File: src/rtl/usb_ep_dispatch.sv
module usb_ep_dispatch #(
  parameter int NUM_EP = 4,
  parameter int PTR_W  = 15,
  localparam int EPW   = (NUM_EP > 1) ? $clog2(NUM_EP) : 1
) (
  input  logic             clk,
  input  logic             rst_n,
  input  logic             tok_valid,
  input  logic [EPW-1:0]   tok_ep,
  input  logic             tok_in,
  input  logic [1:0]       tok_rx_pid,
  input  logic [1:0]       tok_tpm,
  input  logic [PTR_W-1:0] dsc_ptr0,
  input  logic             dsc_sh0,
  input  logic [PTR_W-1:0] dsc_ptr1,
  input  logic             dsc_sh1,
  input  logic             hold_clr,
  input  logic [EPW-1:0]   hold_clr_ep,
  input  logic             done_valid,
  input  logic [EPW-1:0]   done_ep,
  input  logic             done_ok,
  input  logic             sof,
  output logic             rsp_valid,
  output logic [1:0]       rsp_code,
  output logic [1:0]       rsp_pid,
  output logic             rsp_buf,
  output logic [PTR_W-1:0] rsp_ptr,
  output logic             irq,
  output logic [EPW-1:0]   irq_ep
);
  localparam logic [PTR_W-1:0] UNALLOC = '1;
  localparam logic [1:0] C_GO = 2'd0, C_NAK = 2'd1, C_ACK = 2'd2;

  logic [NUM_EP-1:0] sel, tog, hold, grant, pend, pbuf, pdir;
  logic [1:0] hbcnt [NUM_EP];

  wire             cur    = sel[tok_ep];
  wire [PTR_W-1:0] p_cur  = cur ? dsc_ptr1 : dsc_ptr0;
  wire [PTR_W-1:0] p_oth  = cur ? dsc_ptr0 : dsc_ptr1;
  wire             ok_cur = p_cur != UNALLOC;
  wire             ok_oth = p_oth != UNALLOC;
  wire             use_b  = ok_cur ? cur : ~cur;
  wire             use_sh = use_b ? dsc_sh1 : dsc_sh0;
  wire             parked = use_sh && !grant[tok_ep];
  wire             mism   = !tok_in && (tok_rx_pid != {1'b0, tog[tok_ep]});

  wire [1:0] n_tx   = (tok_tpm == 2'd0) ? 2'd1 : tok_tpm;
  wire [1:0] first  = n_tx - 2'd1;
  wire [1:0] cnt    = hbcnt[tok_ep];
  wire [1:0] hb_pid = (cnt >= first) ? 2'd0 : first - cnt;
  wire [1:0] in_pid = (n_tx > 2'd1) ? hb_pid : {1'b0, tog[tok_ep]};

  logic [1:0] code;
  always_comb begin
    if (mism)                  code = C_ACK;
    else if (!(ok_cur|ok_oth)) code = C_NAK;
    else if (parked)           code = C_NAK;
    else                       code = C_GO;
  end

  wire go    = tok_valid && (code == C_GO);
  wire raise = tok_valid && !mism && (ok_cur | ok_oth) && parked && !hold[tok_ep];

  always_ff @(posedge clk or negedge rst_n) begin
    if (!rst_n) begin
      rsp_valid <= 1'b0;
      rsp_code  <= C_GO;
      rsp_pid   <= 2'd0;
      rsp_buf   <= 1'b0;
      rsp_ptr   <= '0;
      irq       <= 1'b0;
      irq_ep    <= '0;
      sel <= '0; tog <= '0; hold <= '0; grant <= '0;
      pend <= '0; pbuf <= '0; pdir <= '0;
      for (int i = 0; i < NUM_EP; i++) hbcnt[i] <= 2'd0;
    end else begin
      rsp_valid <= tok_valid;
      rsp_code  <= code;
      rsp_pid   <= tok_in ? in_pid : tok_rx_pid;
      rsp_buf   <= use_b;
      rsp_ptr   <= use_b ? dsc_ptr1 : dsc_ptr0;
      irq       <= raise;
      irq_ep    <= tok_ep;

      if (done_valid && pend[done_ep]) begin
        pend[done_ep] <= 1'b0;
        if (done_ok) begin
          sel[done_ep] <= ~pbuf[done_ep];
          tog[done_ep] <= ~tog[done_ep];
          if (pdir[done_ep] && hbcnt[done_ep] != 2'd2)
            hbcnt[done_ep] <= hbcnt[done_ep] + 2'd1;
        end
      end
      if (sof)
        for (int i = 0; i < NUM_EP; i++) hbcnt[i] <= 2'd0;

      if (hold_clr && hold[hold_clr_ep]) begin
        hold[hold_clr_ep]  <= 1'b0;
        grant[hold_clr_ep] <= 1'b1;
      end
      if (raise) hold[tok_ep] <= 1'b1;

      if (go) begin
        grant[tok_ep] <= 1'b0;
        pend[tok_ep]  <= 1'b1;
        pbuf[tok_ep]  <= use_b;
        pdir[tok_ep]  <= tok_in;
      end
    end
  end
endmodule

File: config.mk
export PLATFORM = sky130hd
export DESIGN_NAME = usb_ep_dispatch
export DESIGN_NICKNAME = d
export VERILOG_FILES = /design/src/rtl/usb_ep_dispatch.sv
export SDC_FILE = /design/constraint.sdc
export NUM_CORES = 1
export LEC_CHECK = 0
export CAP_MARGIN = 20
export CORE_ASPECT_RATIO = 0.7
export CORE_UTILIZATION = 25
export DETAILED_ROUTE_END_ITERATION = 16
export PLACE_DENSITY_LB_ADDON = 0.1
export SLEW_MARGIN = 20
export SYNTH_ARGS = -nofsm -noshare
export SYNTH_HDL_FRONTEND = slang
export SYNTH_SLANG_ARGS = --single-unit
File: constraint.sdc
create_clock -name clk -period 5.9 [get_ports clk]
set_input_delay 1.18 -clock clk [delete_from_list [all_inputs] [get_ports clk]]
set_output_delay 1.18 -clock clk [all_outputs]
set_load 0.1 [all_outputs]
Word level (Yosys, flattened, before mapping)
Index checks and enable logic that the tools add are counted.
- flip-flop bits (word level): 60
- logic and storage cells: 135
- $add $sub $neg: 3
- $lt $le $gt $ge: 11
- equality and inequality tests: 4
- muxes and demuxes: 59
- bitwise operators: 15
- reduce and logical (&&, ||, !) cells: 25
- operators with widths (cell ; number):
    $mux W15 ; 3
    $mux W8 ; 4
    $ne A15 B15 Y1 const B ; 2
    $mux W4 ; 6
    $mux W2 ; 10
    $bmux W1 S2 ; 9
    $bwmux W4 ; 4
    $mux W1 ; 16
    $logic_and A1 B1 Y1 ; 14
    $and A4 B4 Y4 ; 3
    $not A4 Y4 ; 3
    $or A4 B4 Y4 ; 3
    $lt A2 B3 Y1 const B ; 3
    $bmux W2 S2 ; 2
    $bwmux W8 ; 1
    $demux W1 S2 ; 3
    $ge A2 B1 Y1 const B ; 3
    $ge A3 B3 Y1 const B ; 2
    $not A2 Y3 ; 2
    $reduce_bool A2 Y1 ; 3
    $demux W2 S2 ; 1
    $logic_not A1 Y1 ; 4
    $logic_not A2 Y1 ; 2
    $lt A3 B1 Y1 const B ; 1
    11 further kinds ; 13

Longest topological paths before layout
Gate-level depths: netlist (run 1).
- depth in word-level cells: 13
- gate-level depth with buffers: 9

Least setup slack after synthesis (run 1)
No wires, ideal clock.
- kind: input port to flip-flop
- start: input port done_ep[0]
- end: register hbcnt[5] (netlist bit)
- arrival: 3376 ps
- required time: 5772 ps
- slack: 2396 ps
- stages on the path: 9
- path buffers: 2
- cell sequence: clkbuf_1 > buf_1 > mux4_2 > ha_1 > nand2b_1 > nand2b_1 > nor3b_1 > mux2i_1 > nor2_1
- word-level cells in the longest chain between the ends: 10
- elaborated cells on any way between the ends: 25
- those cells by class: 1 x add/sub; 2 x order compare; 1 x eq/ne; 14 x mux; 1 x bitwise; 6 x reduce/logical
- RTL lines (what ; RTL line ; text):
    start, declared ; 20 ; input logic [EPW-1:0] done_ep,
    $not A2 Y3 (not written as such) ; 90, 91 ;
    $bmux W2 S2, or another cell as far along ; 90, 91 ;
    $mux W2 (not written as such) / $logic_and A1 B1 Y1 (equally long branches) ; 90, 91 ;
    $mux W2, on equally long branches ; 90, 91 ;
    $add A2 B1 Y2 / $demux W2 S2 (equally long branches) ; 91 ; hbcnt[done_ep] <= hbcnt[done_ep] + 2'd1;
    $bwmux W8 ; 91 ;
    $mux W8 ; 90 ; if (pdir[done_ep] && hbcnt[done_ep] != 2'd2)
    $mux W8 ; 87 ; if (done_ok) begin
    $mux W8 ; 85 ; if (done_valid && pend[done_ep]) begin
    $mux W8 ; 94 ; if (sof)
    end signal, assigned by index ; 91 ;
    end, declared ; 35 ; logic [1:0] hbcnt [NUM_EP];
Several ways; a longest one is shown, not always the timed one. The select of a mux whose other input is x is not followed.
A chain may end at the register's enable or synchronous reset.

Final worst setup path (run 1)
- start: input port tok_ep[0]
- end: register hold[0]
- word-level cells in the longest chain between the ends: 10
- elaborated cells on any way between the ends: 33
- those cells by class: 2 x order compare; 3 x eq/ne; 15 x mux; 3 x bitwise; 10 x reduce/logical
- RTL lines (what ; RTL line ; text):
    start, declared ; 9 ; input logic [EPW-1:0] tok_ep,
    $bmux W1 S2, on equally long branches ; 37, 45 ;
    $mux W1, on equally long branches ; 37, 45 ;
    $mux W15 / $ne A2 B1 Y1 (equally long branches) ; 38, 45 ;
    $ne A15 B15 Y1 / $logic_and A1 B1 Y1 (equally long branches) ; 40, 45 ;
    $mux W1 / $logic_not A1 Y1 (equally long branches) ; 42, 62 ;
    $mux W1 / $logic_and A1 B1 Y1 (equally long branches) ; 43, 62 ;
    $logic_and A1 B1 Y1, on equally long branches ; 44, 62 ;
    $logic_and A1 B1 Y1 (2 in a row) ; 62 ; wire raise = tok_valid && !mism && (ok_cur | ok_oth) && parked && !hold[tok_ep];
    $mux W4 (*) ; 101 ; if (raise) hold[tok_ep] <= 1'b1;
    end signal, assigned ; 73 ; sel <= '0; tog <= '0; hold <= '0; grant <= '0;
    end signal, assigned by index ; 98 ; hold[hold_clr_ep] <= 1'b0;
    end signal, assigned by index ; 101 ;
    end, declared ; 34 ; logic [NUM_EP-1:0] sel, tog, hold, grant, pend, pbuf, pdir;
Every way passes the cells marked *; elsewhere a longest branch is shown, timed or not. The select of a mux whose other input is x is not followed.

==> results of run 1 <==
power by group:
part           switching (uW)  internal [uW]  total [uW]
combinational             518            277         795
clock                     175            312         487
sequential               64.8            543         608
total                     758           1130        1890
routing by layer:
metal  share of wire  vias to the layer above  wire, microns  GRT usage
met4           0.013                        0             95     0.0514
met5               0                        -              0          0
met3           0.048                        9            352     0.0515
li1                -                      975              -          -
met2            0.42                       40           3030      0.177
met1            0.52                      998           3800      0.195
state kept, by name (all words and copies together), names as in the netlist:
name,flops
pbuf,4
hold,4
rsp_ptr,15
irq_ep,2
rsp_code,2
pend,4
rsp_buf,1
sel,4
rsp_valid,1
hbcnt,8
irq,1
rsp_pid,2
grant,4
tog,4
pdir,4
area by class of cell:
type | instances | area (sq um) | area share
inverters | 10 | 37.5 | 0.00915
clock buffers | 12 | 267 | 0.0650
clock inverters | 2 | 10.0 | 0.00244
well taps | 153 | 191 | 0.0467
multi-input cells | 147 | 1350 | 0.330
flip-flops and latches | 60 | 1500 | 0.366
repair buffers | 75 | 741 | 0.181
per-stage QoR:
step	cell area (sq um)	hold WS, ps	util	total power [uW]	setup slack, ps
2_1_floorplan	2930	437	-	1200	2400
3_3_place_gp	3820	460	0.341	1420	1610
3_5_place_dp	3820	465	0.341	1410	1540
4_1_cts	4100	470	0.366	1920	1870
5_1_grt	4100	494	0.366	1990	1790
6_report	4100	466	0.366	1890	1920
logic make-up after synthesis:
kind of cell | count (synthesis) | synth area share
xor gates and xnor gates | 6 | 0.0179
muxes | 45 | 0.217
and+or+nand+nor | 65 | 0.145
AOI/OAI and AO/OA | 27 | 0.0619
DFF | 60 | 0.512
adders and majority gates | 4 | 0.0196
buffers and inverters | 19 | 0.0269
cell usage in the layout, fill, tap and decap left out, types with 5 or more instances in the layout:
master / n
mux2_1: 8
mux4_2: 10
nand2_1: 12
o21ai_0: 7
clkbuf_16: 9
nor2_1: 14
mux2i_1: 5
dfrtp_1: 60
clkdlybuf4s50_1: 72
a21o_1: 5
nand2b_1: 7
nand4_1: 6
mux2_2: 20
inv_1: 10
worst min-delay path by stage:
stage / depth (start not counted) / slack [ps] / to
after global placement: 1 / 460 / tog[2]
final: 1 / 470 / tog[2]
after floorplan: 1 / 440 / tog[0]
after detailed placement: 1 / 470 / pend[1]
after global routing: 1 / 490 / tog[3]
after CTS: 1 / 470 / tog[2]
critical path, cell delays in order:
cell and delay (ps):
clkdlybuf4s50_1 1040, mux4_2 650, mux2i_4 230, mux2i_4 450, or3b_4 470, o31ai_2 170
==> metrics.txt, run 1 <==
Clock Skew=6.61 ps; ANT nets after route=0; f_max=251 MHz; syn_nets=280; First-pass DRT Iterations=4; WL/cell=15.9 microns; top cell type's share of synthesized area=0.512; start of the worst register-to-register path=sel[3]; global-route wire length before repair=12000 microns; DR vias/cell=4.41; DRC errors left=0; placed insts=445; grt ovf=0; HPWL after DPL=5290 microns; RSZ-0062 raised after global routing=no; top-count cell post-synth=dfrtp_1; cell at the root of the clock tree=clkbuf_16; TritonCTS Sinks=60; NumNets Final=357; Post-synth top cells=dfrtp_1, mux2_2, nor2_1; worst min-delay path category=reg -> reg; final non-filler cell total=459; routed via count=2022; vias in the first global route=2155; Async SR Flop Fraction=1.00; Leakage=0.00170 uW; Initial Utilization=0.262; largest net degree at the start of global routing=61; Overall Global Routing Usage=0.135; routability cong.=0.764; Final Max Tran Viols=0; slew margin rel.=0.336; Post-CTS Resized=0; Setup CP Type=in -> reg; H-tree depth=3; worst-path fanout max=12; TritonCTS buffer count=9; DIE WIDTH=131 microns; final wirelength=7280 microns; Worst EP required=6130 ps; Initial DRC Count=75; Final min period=3980 ps; CP Launch Point=tok_ep[0]; Worst Setup EP=hold[0]; final worst path period share=0.675; Cell Rows=32; Synth Register Bits=60; ranking of synthesized cells by area=dfrtp_1, mux2_2, mux4_2, mux2_1, nor2_1; quantity of hold-fixing buffers added after cts=0; reg2reg end=hold[0]; R2R cell count=5; total of max-cap violations=0; Hold Path Origin=tog[2]; Syn Std Cell Area=0.00293 sq mm; initial antenna violation count=0; Core Footprint=0.0112 sq mm; IO buf count=73; area delta synth->final=39.8%; Avg Cell Area, Syn=13.0 sq um; layout cells sized above 1=0.199; CTS tree=built; Clk Latency, worst-skew pair=330 ps; Primary FF master, synth=dfrtp_1; synthesized instance count=226; Power Density=461 mW/mm^2; maximum clock path buffer count=2; Final setup viols=0; maximum VDD drop=0.206 mV; Filler Cell Count=1106; chip height=92.6 microns; crit start category=input port; Worst setup EP type=flop; ant diodes=0; full die area=0.0122 sq mm; Post-synth EDFFs=0; Synth area leader=dfrtp_1; # IOs=74; R2R setup slack=3540 ps; Setup TNS Final=0 ps; count of final hold-check violations=0; Yosys cell types=43; slew at the pin closest to its max-slew limit=992 ps; sequential element share of the synthesized area=0.512; Worst-path clk slew=50 ps; setup bufs post-CTS=0; Critical Path AT=4210 ps; YS warnings=0; outcome=finished clean
Power figures use the tool's default switching activity.
==> run 2: changes to the inputs <==
==> constraint.sdc (replaced) <==
create_clock -name clk -period 3.26 [get_ports clk]
set_input_delay 0.652 -clock clk [delete_from_list [all_inputs] [get_ports clk]]
set_output_delay 0.652 -clock clk [all_outputs]
set_load 0.1 [all_outputs]
==> metrics.txt, run 2 (synthesis results as in run 1) <==
# IOs=74; final worst path period share=0.913; Largest regs=rsp_ptr: 15 flops, hbcnt: 8 flops; Clock Skew=8.53 ps; Worst EP required=3460 ps; leading cell type in the layout, fill and taps excluded=dfrtp_1; quantity of hold-fixing buffers added after cts=0; NumNets Final=372; count of final hold-check violations=0; Post-CTS Resized=0; Critical Path Slowest Stage Cell=mux4_2; Setup TNS Final=0 ps; maximum VDD drop=0.419 mV; Clk Latency, worst-skew pair=320 ps; Worst-path clk slew=50 ps; WL/cell=15.6 microns; Worst setup EP type=flop; RSZ-0062 raised after global routing=no; ant diodes=0; crit-path cells=clkdlybuf4s50_1 > buf_12 > mux4_2 > xnor2_1 > a21o_1 > nand3_4 > nor3_4 > mux2_1; chip height=92.6 microns; grt ovf=0; final wirelength=7430 microns; DIE WIDTH=131 microns; Initial Utilization=0.262; Overall Global Routing Usage=0.137; Cell Rows=32; Power Density=819 mW/mm^2; Initial DRC Count=110; Clk network pwr share=0.252; worst-path fanout max=7; sw power=1400 uW; worst min-delay path category=reg -> reg; Top reg by flops=rsp_ptr; f_max=336 MHz; sequential cell fraction of total power=0.321; ANT nets after route=0; WHS=472 ps; crit start category=input port; IO buf count=73; H-tree depth=3; slew margin rel.=0.468; CTS tree=built; Setup CP Type=in -> reg; Leakage=0.00180 uW; post-place instance area=0.00390 sq mm; global-route wire length before repair=12200 microns; Final min period=2980 ps; initial antenna violation count=0; Final setup viols=0; DR vias/cell=4.35; routed via count=2072; internal power=2020 uW; routability cong.=0.726; Register Area=0.00150 sq mm; full die area=0.0122 sq mm; post-route cell area=0.00417 sq mm; Filler Cell Count=1090; layout cells sized above 1=0.313; max reg flops=15; switch share=0.409; Comb pwr share=0.427; Critical Path AT=3170 ps; HPWL after DPL=5590 microns; area delta synth->final=42.2%; Tot Pwr=3420 uW; maximum clock path buffer count=2; setup bufs post-CTS=0; Core Footprint=0.0112 sq mm; TritonCTS Sinks=60; DRC errors left=0; cell at the root of the clock tree=clkbuf_16; Worst path max stage delay=580 ps; area occupied by multi-input gates=0.00135 sq mm; vias in the first global route=2170; most frequent cells in the layout=dfrtp_1, clkdlybuf4s50_1, buf_4; largest net degree at the start of global routing=61; Final Max Tran Viols=0; TritonCTS buffer count=9; total of max-cap violations=0; slew at the pin closest to its max-slew limit=797 ps; outcome=finished clean; final core utilization=0.372; First-pass DRT Iterations=4
-- run 2: cell count changes in the layout (fill, tap and decap cells not counted) --
| cell | previous run | this run |
|---|---|---|
| clkinv_2 | 2 | 4 |
| buf_4 | 2 | 39 |
| clkdlybuf4s50_1 | 72 | 48 |
| clkinvlp_4 | 0 | 1 |
| clkbuf_8 | 3 | 1 |
| buf_12 | 0 | 2 |
| clkbuf_1 | 0 | 1 |
-- run 2: worst paths after layout --
path	endpoint	startpoint	slack, ps	depth (start not counted)
setup / recovery	pdir[3]	tok_ep[0]	280	8
hold / removal	pend[3]	pend[3]	470	1
setup reg to reg	pbuf[0]	sel[3]	960	6
hold reg to reg	pend[3]	pend[3]	470	1
max in group asynchronous	rsp_pid[1]	rst_n	2230	2
min in group asynchronous	tog[1]	rst_n	510	2
-- run 2: cell type report --
type                    instances  area share
flip-flops and latches         60       0.360
multi-input cells             147       0.324
clock buffers                  11      0.0582
repair buffers                 90       0.196
clock inverters                 5     0.00660
inverters                      10     0.00900
well taps                     153      0.0459
-- run 2: power groups by stage --
| stage | clock network [uW] | logic (uW) | registers, uW |
|---|---|---|---|
| final | 860 | 1460 | 1100 |
| after global routing | 930 | 1530 | 1130 |
| after floorplan | 0 | 488 | 1680 |
| after global placement | 0 | 1470 | 1110 |
| after detailed placement | 0 | 1480 | 1110 |
| after CTS | 896 | 1480 | 1100 |
-- run 2: stage by stage --
| step | setup slack [ps] | std cells |
|---|---|---|
| 6_report | 283 | 476 |
| 5_1_grt | 131 | 476 |
| 4_1_cts | 253 | 476 |
| 3_5_place_dp | -78.2 | 460 |
| 3_3_place_gp | -80.1 | 460 |
| 2_1_floorplan | 284 | 226 |
-- run 2: worst max-delay path, delay by kind of cell --
kind | cells | cell delay [ps]
buf+inv | 2 | 740
compound gates | 1 | 210
xor+xnor | 1 | 160
mux | 2 | 930
simple gates | 2 | 460
-- run 2: routing by layer --
metal	part of all wire	up-vias	track usage
met3	0.049	4	0.0515
met4	0.011	0	0.0552
li1	-	1003	-
met2	0.42	45	0.189
met1	0.52	1020	0.191
met5	0	-	0
==> run 3: changes to the inputs <==
--- a/config.mk
+++ b/config.mk
@@ -7,7 +7,7 @@
 export LEC_CHECK = 0
 export CAP_MARGIN = 20
 export CORE_ASPECT_RATIO = 0.7
-export CORE_UTILIZATION = 25
+export CORE_UTILIZATION = 44
 export DETAILED_ROUTE_END_ITERATION = 16
 export PLACE_DENSITY_LB_ADDON = 0.1
 export SLEW_MARGIN = 20
==> metrics.txt, run 3 (synthesis results as in run 1) <==
full die area=0.00700 sq mm; H-tree depth=3; leading cell type in the layout, fill and taps excluded=dfrtp_1; Final setup viols=0; TritonCTS buffer count=9; Critical Path Slowest Stage Cell=mux4_2; R2R setup slack=1000 ps; DR vias/cell=5.01; Worst setup EP type=flop; maximum VDD drop=0.470 mV; ANT nets after route=0; Worst-path clk slew=60 ps; Setup CP Type=in -> reg; outcome=finished clean; setup bufs post-CTS=0; # IOs=74; NumNets Final=371; start of the worst register-to-register path=sel[0]; cell at the root of the clock tree=clkbuf_8; Tot Pwr=3270 uW; Post-CTS Resized=0; Core Footprint=0.00634 sq mm; layout cells sized above 1=0.312; Clock Skew=10.6 ps; Critical Path AT=3130 ps; f_max=342 MHz; Initial Utilization=0.463; HPWL after DPL=4920 microns; Largest regs=rsp_ptr: 15 flops, hbcnt: 8 flops; DRC errors left=0; Final min period=2920 ps; crit-path cells=clkdlybuf4s50_1 > buf_12 > mux4_2 > xnor2_1 > a21o_1 > nand3_4 > nor4_4 > mux2_1; maximum clock path buffer count=2; slew margin rel.=0.502; Worst Path Buf+Inv=2; R2R cell count=6; slew at the pin closest to its max-slew limit=747 ps; count of final hold-check violations=0; reg2reg end=pdir[3]; DIE WIDTH=99.6 microns; post-place instance area=0.00380 sq mm; Final Max Tran Viols=0; worst-path fanout max=11; First-pass DRT Iterations=4; crit start category=input port; CTS tree=built; Worst path max stage delay=580 ps; worst min-delay path category=in -> async; final wirelength=6470 microns; quantity of hold-fixing buffers added after cts=0; post-route cell area=0.00403 sq mm; global-route wire length before repair=10800 microns; ant diodes=0; WL/cell=15.7 microns; grt ovf=0; routability cong.=0.892; area delta synth->final=37.3%; Power Density=813 mW/mm^2; max reg flops=15; routed via count=2065; delay-heaviest family, CP=multiplexers; final worst path period share=0.896; TritonCTS Sinks=60; Initial DRC Count=73; total of max-cap violations=0; Leakage=0.00177 uW; RSZ-0062 raised after global routing=no; Cell Rows=24; Worst EP required=3470 ps; IO buf count=73; Top reg by flops=rsp_ptr; Overall Global Routing Usage=0.208; vias in the first global route=2072; Setup TNS Final=0 ps; largest net degree at the start of global routing=61; chip height=70.3 microns; Clk Latency, worst-skew pair=330 ps; most frequent cells in the layout=dfrtp_1, clkdlybuf4s50_1, buf_4; initial antenna violation count=0
[run 3: worst reg2reg max path, cell delays in order, from the launching register on]
cell and delay [ps]:
dfrtp_1 390, mux4_2 520, mux2i_4 230, mux2i_4 230, buf_4 180, nor3_4 250
mux2_1 350
[run 3: layer usage]
metal | global-route usage | up-vias | part of all wire
met2 | 0.289 | 50 | 0.44
met3 | 0.0581 | 8 | 0.036
li1 | - | 1008 | -
met4 | 0.0637 | 0 | 0.011
met1 | 0.313 | 999 | 0.51
met5 | 0 | - | 0
[run 3: worst max-delay path by stage]
stage,from,endpoint,slack [ps],depth (start not counted)
after floorplan,done_ep[0],hbcnt[5],280,9
after global placement,tok_ep[0],rsp_pid[1],50,8
after detailed placement,tok_ep[0],pbuf[0],-7,8
after CTS,tok_ep[0],pbuf[0],340,8
after global routing,tok_ep[0],rsp_pid[1],210,8
final,tok_ep[0],pbuf[0],340,8
[run 3: cell type report]
cell class | instances | area (sq um)
flip-flops and latches | 60 | 1500
repair buffers | 89 | 798
multi-input cells | 147 | 1350
well taps | 91 | 114
fillers | 504 | 2310
clock buffers | 11 | 151
clock inverters | 4 | 72.6
inverters | 10 | 37.5
[run 3: through the flow]
| step | worst slack (ps) | std cells | util | hold WS [ps] |
|---|---|---|---|---|
| after floorplan | 284 | 226 | - | 356 |
| after global placement | 46.5 | 397 | 0.600 | 457 |
| final | 339 | 412 | 0.636 | 456 |
| after global routing | 207 | 412 | 0.636 | 499 |
| after CTS | 336 | 412 | 0.636 | 472 |
| after detailed placement | -6.98 | 397 | 0.600 | 462 |
[run 3: power by group]
group	switching [uW]	leakage (uW)	internal, uW	total [uW]
sequential	115	0.000750	981	1100
clock	280	0.000111	466	746
combinational	939	0.000908	492	1430
